File: src/rtl/arb_irq_pkg.sv
package arb_irq_pkg;

   typedef enum logic {
      REG_STATUS = 1'b0,
      REG_ENABLE = 1'b1
   } arb_reg_e;

   // implemented-bit mask: external pulses at the bottom, master-broken at mb_bit
   function automatic logic [63:0] impl_mask(input int n_ext, input int mb_bit);
      logic [63:0] m;
      m = '0;
      for (int i = 0; i < 64; i++) begin
         if (i < n_ext) m[i] = 1'b1;
         if (i == mb_bit) m[i] = 1'b1;
      end
      return m;
   endfunction

endpackage

File: src/rtl/arb_gnt_wdog.sv
module arb_gnt_wdog #(
   parameter int NUM_MST = 4,
   parameter int TIMEOUT = 16
) (
   input  logic               clk_i,
   input  logic               rst_ni,
   input  logic [NUM_MST-1:0] gnt_i,
   input  logic               frame_i,
   output logic               fire_o
);

   localparam int CNT_W = $clog2(TIMEOUT + 1);

   if (TIMEOUT < 2) begin : g_bad_timeout
      $error("arb_gnt_wdog: TIMEOUT must be at least 2");
   end
   if (NUM_MST < 1) begin : g_bad_mst
      $error("arb_gnt_wdog: NUM_MST must be at least 1");
   end

   logic [NUM_MST-1:0] gnt_q;
   logic [CNT_W-1:0]   cnt_q;
   logic               armed_q;
   logic               new_gnt;
   logic               held;

   assign new_gnt = (gnt_i != '0) && (gnt_i != gnt_q);
   assign held    = (gnt_i != '0) && !frame_i;
   assign fire_o  = armed_q && held && !new_gnt && (cnt_q == CNT_W'(TIMEOUT - 1));

   always_ff @(posedge clk_i) begin
      if (!rst_ni) begin
         gnt_q   <= '0;
         cnt_q   <= '0;
         armed_q <= 1'b0;
      end else begin
         gnt_q <= gnt_i;
         if (!held) begin
            cnt_q   <= '0;
            armed_q <= 1'b0;
         end else if (new_gnt) begin
            cnt_q   <= CNT_W'(1);
            armed_q <= 1'b1;
         end else if (fire_o) begin
            cnt_q   <= '0;
            armed_q <= 1'b0;
         end else if (armed_q) begin
            cnt_q <= cnt_q + CNT_W'(1);
         end
      end
   end


   wdog_frame_chk: assert property (@(posedge clk_i) disable iff (!rst_ni)
      fire_o |-> ($past(!frame_i) && ($past(gnt_i) == gnt_i)));


   wdog_once_chk: assert property (@(posedge clk_i) disable iff (!rst_ni)
      fire_o |=> !fire_o);

endmodule

File: src/rtl/arb_src_capture.sv
module arb_src_capture #(
   parameter int               REG_W = 32,
   parameter logic [REG_W-1:0] IMPL  = '1
) (
   input  logic             clk_i,
   input  logic             rst_ni,
   input  logic             host_mode_i,
   input  logic [REG_W-1:0] src_i,
   input  logic [REG_W-1:0] clr_i,
   output logic [REG_W-1:0] status_o
);

   logic [REG_W-1:0] status_q;
   logic [REG_W-1:0] pick;
   logic [REG_W-1:0] status_d;

   // fixed priority: the highest implemented bit wins
   always_comb begin
      pick = '0;
      for (int i = 0; i < REG_W; i++) begin
         if (src_i[i] && IMPL[i]) begin
            pick    = '0;
            pick[i] = 1'b1;
         end
      end
   end

   always_comb begin
      status_d = status_q & ~clr_i;
      if (host_mode_i && (status_q == '0)) status_d = status_d | pick;
   end

   always_ff @(posedge clk_i) begin
      if (!rst_ni) status_q <= '0;
      else         status_q <= status_d;
   end

   assign status_o = status_q;


   single_src_chk: assert property (@(posedge clk_i) disable iff (!rst_ni)
      $onehot0(status_q));


   mode_gate_chk: assert property (@(posedge clk_i) disable iff (!rst_ni)
      !host_mode_i |=> ((status_q & ~$past(status_q)) == '0));


   clr_all_chk: assert property (@(posedge clk_i) disable iff (!rst_ni)
      ((status_q != '0) && ((clr_i & status_q) == status_q)) |=> (status_q == '0));

endmodule

File: src/rtl/arb_irq_mask.sv
module arb_irq_mask #(
   parameter int               REG_W    = 32,
   parameter logic [REG_W-1:0] IMPL     = '1,
   parameter bit               IRQ_FLOP = 1'b0
) (
   input  logic             clk_i,
   input  logic             rst_ni,
   input  logic             en_we_i,
   input  logic [REG_W-1:0] en_wdata_i,
   input  logic [REG_W-1:0] status_i,
   output logic [REG_W-1:0] enable_o,
   output logic             irq_o
);

   logic [REG_W-1:0] enable_q;
   logic             irq_raw;

   always_ff @(posedge clk_i) begin
      if (!rst_ni)      enable_q <= '0;
      else if (en_we_i) enable_q <= en_wdata_i & IMPL;
   end

   assign enable_o = enable_q;
   assign irq_raw  = |(status_i & enable_q);

   if (IRQ_FLOP) begin : g_irq_flop
      logic irq_q;
      always_ff @(posedge clk_i) begin
         if (!rst_ni) irq_q <= 1'b0;
         else         irq_q <= irq_raw;
      end
      assign irq_o = irq_q;


      irq_src_chk: assert property (@(posedge clk_i) disable iff (!rst_ni)
         irq_o |-> ($past(status_i) != '0));
   end else begin : g_irq_comb
      assign irq_o = irq_raw;


      irq_src_chk: assert property (@(posedge clk_i) disable iff (!rst_ni)
         irq_o |-> (status_i != '0));
   end

endmodule

File: src/rtl/arb_irq_status.sv
module arb_irq_status #(
   parameter int REG_W    = 32,
   parameter int NUM_EXT  = 6,
   parameter int MB_BIT   = 13,
   parameter int NUM_MST  = 4,
   parameter int TIMEOUT  = 16,
   parameter bit IRQ_FLOP = 1'b0
) (
   input  logic               clk_i,
   input  logic               rst_ni,
   input  logic               host_mode_i,
   input  logic [NUM_MST-1:0] gnt_i,
   input  logic               frame_i,
   input  logic [NUM_EXT-1:0] evt_i,
   input  logic               wr_en_i,
   input  logic               addr_i,
   input  logic [REG_W-1:0]   wr_data_i,
   output logic [REG_W-1:0]   rd_data_o,
   output logic               irq_o
);

   import arb_irq_pkg::*;

   localparam logic [REG_W-1:0] IMPL = REG_W'(impl_mask(NUM_EXT, MB_BIT));

   if (REG_W > 64 || REG_W < 2) begin : g_bad_width
      $error("arb_irq_status: REG_W must lie in 2..64");
   end
   if (MB_BIT >= REG_W) begin : g_bad_mb
      $error("arb_irq_status: MB_BIT outside the register");
   end
   if (NUM_EXT < 1 || NUM_EXT > MB_BIT) begin : g_bad_ext
      $error("arb_irq_status: external sources must sit below MB_BIT");
   end

   logic             mb_fire;
   logic [REG_W-1:0] src;
   logic [REG_W-1:0] clr;
   logic [REG_W-1:0] status;
   logic [REG_W-1:0] enable;
   logic             st_we;
   logic             en_we;

   arb_gnt_wdog #(
      .NUM_MST (NUM_MST),
      .TIMEOUT (TIMEOUT)
   ) wdog_i (
      .clk_i   (clk_i),
      .rst_ni  (rst_ni),
      .gnt_i   (gnt_i),
      .frame_i (frame_i),
      .fire_o  (mb_fire)
   );

   always_comb begin
      src                = '0;
      src[NUM_EXT-1:0]   = evt_i;
      src[MB_BIT]        = mb_fire;
   end

   assign st_we = wr_en_i && (arb_reg_e'(addr_i) == REG_STATUS);
   assign en_we = wr_en_i && (arb_reg_e'(addr_i) == REG_ENABLE);
   assign clr   = st_we ? (wr_data_i & IMPL) : '0;

   arb_src_capture #(
      .REG_W (REG_W),
      .IMPL  (IMPL)
   ) cap_i (
      .clk_i       (clk_i),
      .rst_ni      (rst_ni),
      .host_mode_i (host_mode_i),
      .src_i       (src),
      .clr_i       (clr),
      .status_o    (status)
   );

   arb_irq_mask #(
      .REG_W    (REG_W),
      .IMPL     (IMPL),
      .IRQ_FLOP (IRQ_FLOP)
   ) mask_i (
      .clk_i      (clk_i),
      .rst_ni     (rst_ni),
      .en_we_i    (en_we),
      .en_wdata_i (wr_data_i),
      .status_i   (status),
      .enable_o   (enable),
      .irq_o      (irq_o)
   );

   assign rd_data_o = (arb_reg_e'(addr_i) == REG_ENABLE) ? enable : status;


   rsvd_rd_chk: assert property (@(posedge clk_i) disable iff (!rst_ni)
      (rd_data_o & ~IMPL) == '0);

endmodule

File: config.mk
export PLATFORM = sky130hd
export DESIGN_NAME = arb_irq_status
export DESIGN_NICKNAME = d
export VERILOG_FILES = /design/src/rtl/arb_irq_pkg.sv /design/src/rtl/arb_gnt_wdog.sv /design/src/rtl/arb_src_capture.sv /design/src/rtl/arb_irq_mask.sv /design/src/rtl/arb_irq_status.sv
export SDC_FILE = /design/constraint.sdc
export NUM_CORES = 1
export LEC_CHECK = 0
export ABC_AREA = 1
export BUFFER_PORTS_ARGS = -buffer_cell sky130_fd_sc_hd__buf_2
export CELL_PAD_IN_SITES_DETAIL_PLACEMENT = 1
export CELL_PAD_IN_SITES_GLOBAL_PLACEMENT = 1
export CORE_UTILIZATION = 31
export CTS_CLUSTER_DIAMETER = 80
export DETAILED_ROUTE_END_ITERATION = 16
export GPL_ROUTABILITY_DRIVEN = 1
export MAX_ROUTING_LAYER = met4
export PLACE_DENSITY = 0.85
export SLEW_MARGIN = 20
export SYNTH_ARGS = -nofsm -noshare
export SYNTH_HDL_FRONTEND = slang
export SYNTH_SLANG_ARGS = --single-unit
File: constraint.sdc
create_clock -name clk_i -period 3.05 [get_ports clk_i]
set_clock_uncertainty 0.1 [all_clocks]
set_input_delay 0.7625 -clock clk_i [delete_from_list [all_inputs] [get_ports clk_i]]
set_output_delay 0.7625 -clock clk_i [all_outputs]
set_load 0.01 [all_outputs]
==> out/qor.yml <==
status: "finished with violations"
violations: "DRC"
synth-edff-count: 0
peakVddDrop_uv: 173
final.setup.tns_ns: 0
setup_violations: 0
cts_resized: 0
rows: 24
fp.dieW_um: 71.3
regArea_um2: 480
p_int_mw: 0.478
swShare_pct: 27.2
clock-sinks: 24
clk_pin_slew_ns: 0.08
syn_area_per_cell_um2: 6.59
cp.arrival_ns: 1.49
cpPeakStageDelay_ns: 0.28
synthArstFlopShare_pct: 0
gr-total-overflow: 0
grt_pass1_wl_um: 5610
synth_top_family_by_area: "simple AND/OR/NAND/NOR gates"
grt_pass1_vias: 1307
post_dp_cell_area_um2: 1590
ys_ff_latch: 24
hold_buffers: 0
critPathTopFamily: "buffers and inverters"
start_util_pct: 33.3
synthMuxAreaShare_pct: 0
first_pass_iters: 9
comb_power_share_pct: 16.1
multi_input_area_um2: 774
htreeDepth: 1
diodes: 0
layout.nets: 307
yosys_warnings: 0
fin_cells: 308
maxCapViolations: 0
rsz0062_at_grt: "false"
wire_per_inst_um: 10.5
io-pin-count: 81
ys_seq_area_share_pct: 32.3
cts.path.max_buffers: 2
hp-class: "flip-flop to flip-flop"
grt_antenna_before_repair: 0
synth-xor-area-share_pct: 1.18
viasPerCell: 4.37
cts_tree: "done"
cp.required_ns: 2.19
coreArea_um2: 4470
fmax_mhz: 425
drc: 5
synth-compound-area-share_pct: 8.91
synth_cells: 226
fillers: 624
root_buffer: "clkbuf_8"
dieArea_um2: 5080
critPathCaptureType: "output pin"
syn_area_um2: 1490
cts_setup_buffers: 0
fp.dieH_um: 71.3
pwr-share-clk_pct: 32.5
gp_congestion: 0.781
vias: 1345
port_buffers: 30
insertion_delay_ns: 0.26
hold_viol_final: 0
p_per_area_nw_per_um2: 399
critical_path_buf_inv_count: 3
detailed_place_hpwl_um: 2630
synthAdderAreaFrac_pct: 1.68
netSwitchingPower_mw: 0.179
postRouteAntennaNets: 0
drtIter0Drc: 50
cp_max_fo: 11
drive_above_1_share_pct: 18.4
p_leak_nw: 0.842
start_kind: "input port"
track_usage_pct: 14.2
syn2layout_area_growth_pct: 10.5
seq_power_share_pct: 51.4
placed_cells: 304
crit_chain: "buf_2, inv_1, nand2_1, nand2_1, buf_2"
crit_slowest_cell: "inv_1"
synth_ff_type: "dfxtp_1"
routed_wl_um: 3220
ys_types: 27
worstSetupPathType: "input port to output pin"
slew_violations: 0
finalInstanceArea_um2: 1650
period_needed_ns: 2.35
timing.final.crit_share_pct: 77.1
cts_inserted_buffers: 3
grt_max_degree: 14
yosys.area_share.simple_pct: 33.9
-- worst register-to-register path: stages, from the launching register on --
cell      delay (ns)
dfxtp_1         0.37
ha_1            0.19
nand2_1         0.06
nor2_1          0.09
ha_1            0.16
nand3_2         0.10
nor2_2          0.17
nand2_4         0.11
nand3b_4        0.13
nor2_2          0.04
-- final cells by class --
class | instances | area share [%]
timing repair buffer | 30 | 9.13
multi-input combinational | 166 | 47.1
clock buffer | 4 | 3.35
tap | 52 | 3.95
sequential | 24 | 29.2
inverter | 32 | 7.30
-- cell usage in the layout, fill, tap and decap left out, types with 4 or more instances in the layout --
cell type,count
nand2_1,64
inv_1,30
buf_2,30
conb_1,25
nor2_1,24
dfxtp_1,24
o21ai_0,12
a21oi_1,11
nand3_1,8
nor2_2,5
clkbuf_8,4
-- flip-flops by register name, indices dropped and copies added (netlist names) --
name,flops
wdog_i.armed_q,1
mask_i.enable_o,7
wdog_i.cnt_q,5
wdog_i.gnt_q,4
cap_i.status_o,7
-- layer usage --
metal / routed length [um] / GRT usage, %
met5: 0 / -
met4: 24 / 2.67
met3: 112 / 2.53
met2: 1610 / 26.0
met1: 1470 / 16.2
-- cell families after synthesis --
| group | after synthesis |
|---|---|
| buf+inv | 60 |
| xor+xnor | 2 |
| simple gates | 112 |
| compound gates | 25 |
| other cells | 1 |
| fa+ha+maj | 2 |
| flops | 24 |
-- path summary, 6_finish.rpt --
| path | start | end | slack [ns] | depth (start not counted) |
|---|---|---|---|---|
| worst min-delay path | cap_i.status_o[3] | cap_i.status_o[3] | 0.40 | 2 |
| worst min register to register | cap_i.status_o[3] | cap_i.status_o[3] | 0.40 | 2 |
| worst max-delay path | addr_i | rd_data_o[13] | 0.70 | 5 |
| worst max register to register | wdog_i.cnt_q[0] | wdog_i.cnt_q[1] | 1.44 | 9 |
-- metrics by stage --
stage | setup slack, ns | hold WS (ns) | util [%] | power, mW
2_1_floorplan | 0.912 | 0.356 | - | 0.437
3_3_place_gp | 0.712 | 0.385 | 35.5 | 0.447
3_5_place_dp | 0.691 | 0.389 | 35.5 | 0.451
4_1_cts | 0.690 | 0.401 | 36.8 | 0.665
5_1_grt | 0.572 | 0.437 | 36.8 | 0.696
6_report | 0.700 | 0.401 | 36.8 | 0.657
-- synth_stat cells (2+ instances only) --
master / instances / share of area (%)
nand3_1: 8 / 2.7
nand3_2: 2 / 1.3
ha_1: 2 / 1.7
dfxtp_1: 24 / 32
nor2_2: 5 / 2.1
buf_4: 26 / 13
nor2_1: 24 / 6.1
o21ai_0: 12 / 4.0
inv_1: 30 / 7.6
nand2_1: 64 / 16
nand2_4: 2 / 1.5
nand4_1: 2 / 0.84
a21oi_1: 11 / 3.7
-- power by group through the flow --
stage	combinational, mW	sequential [mW]	clock [mW]
final	0.106	0.338	0.214
after global routing	0.123	0.340	0.233
after CTS	0.107	0.338	0.220
after detailed placement	0.106	0.345	0
after global placement	0.103	0.344	0
after floorplan	0.0956	0.342	0
Note: power is estimated with default switching activity, not from simulation.
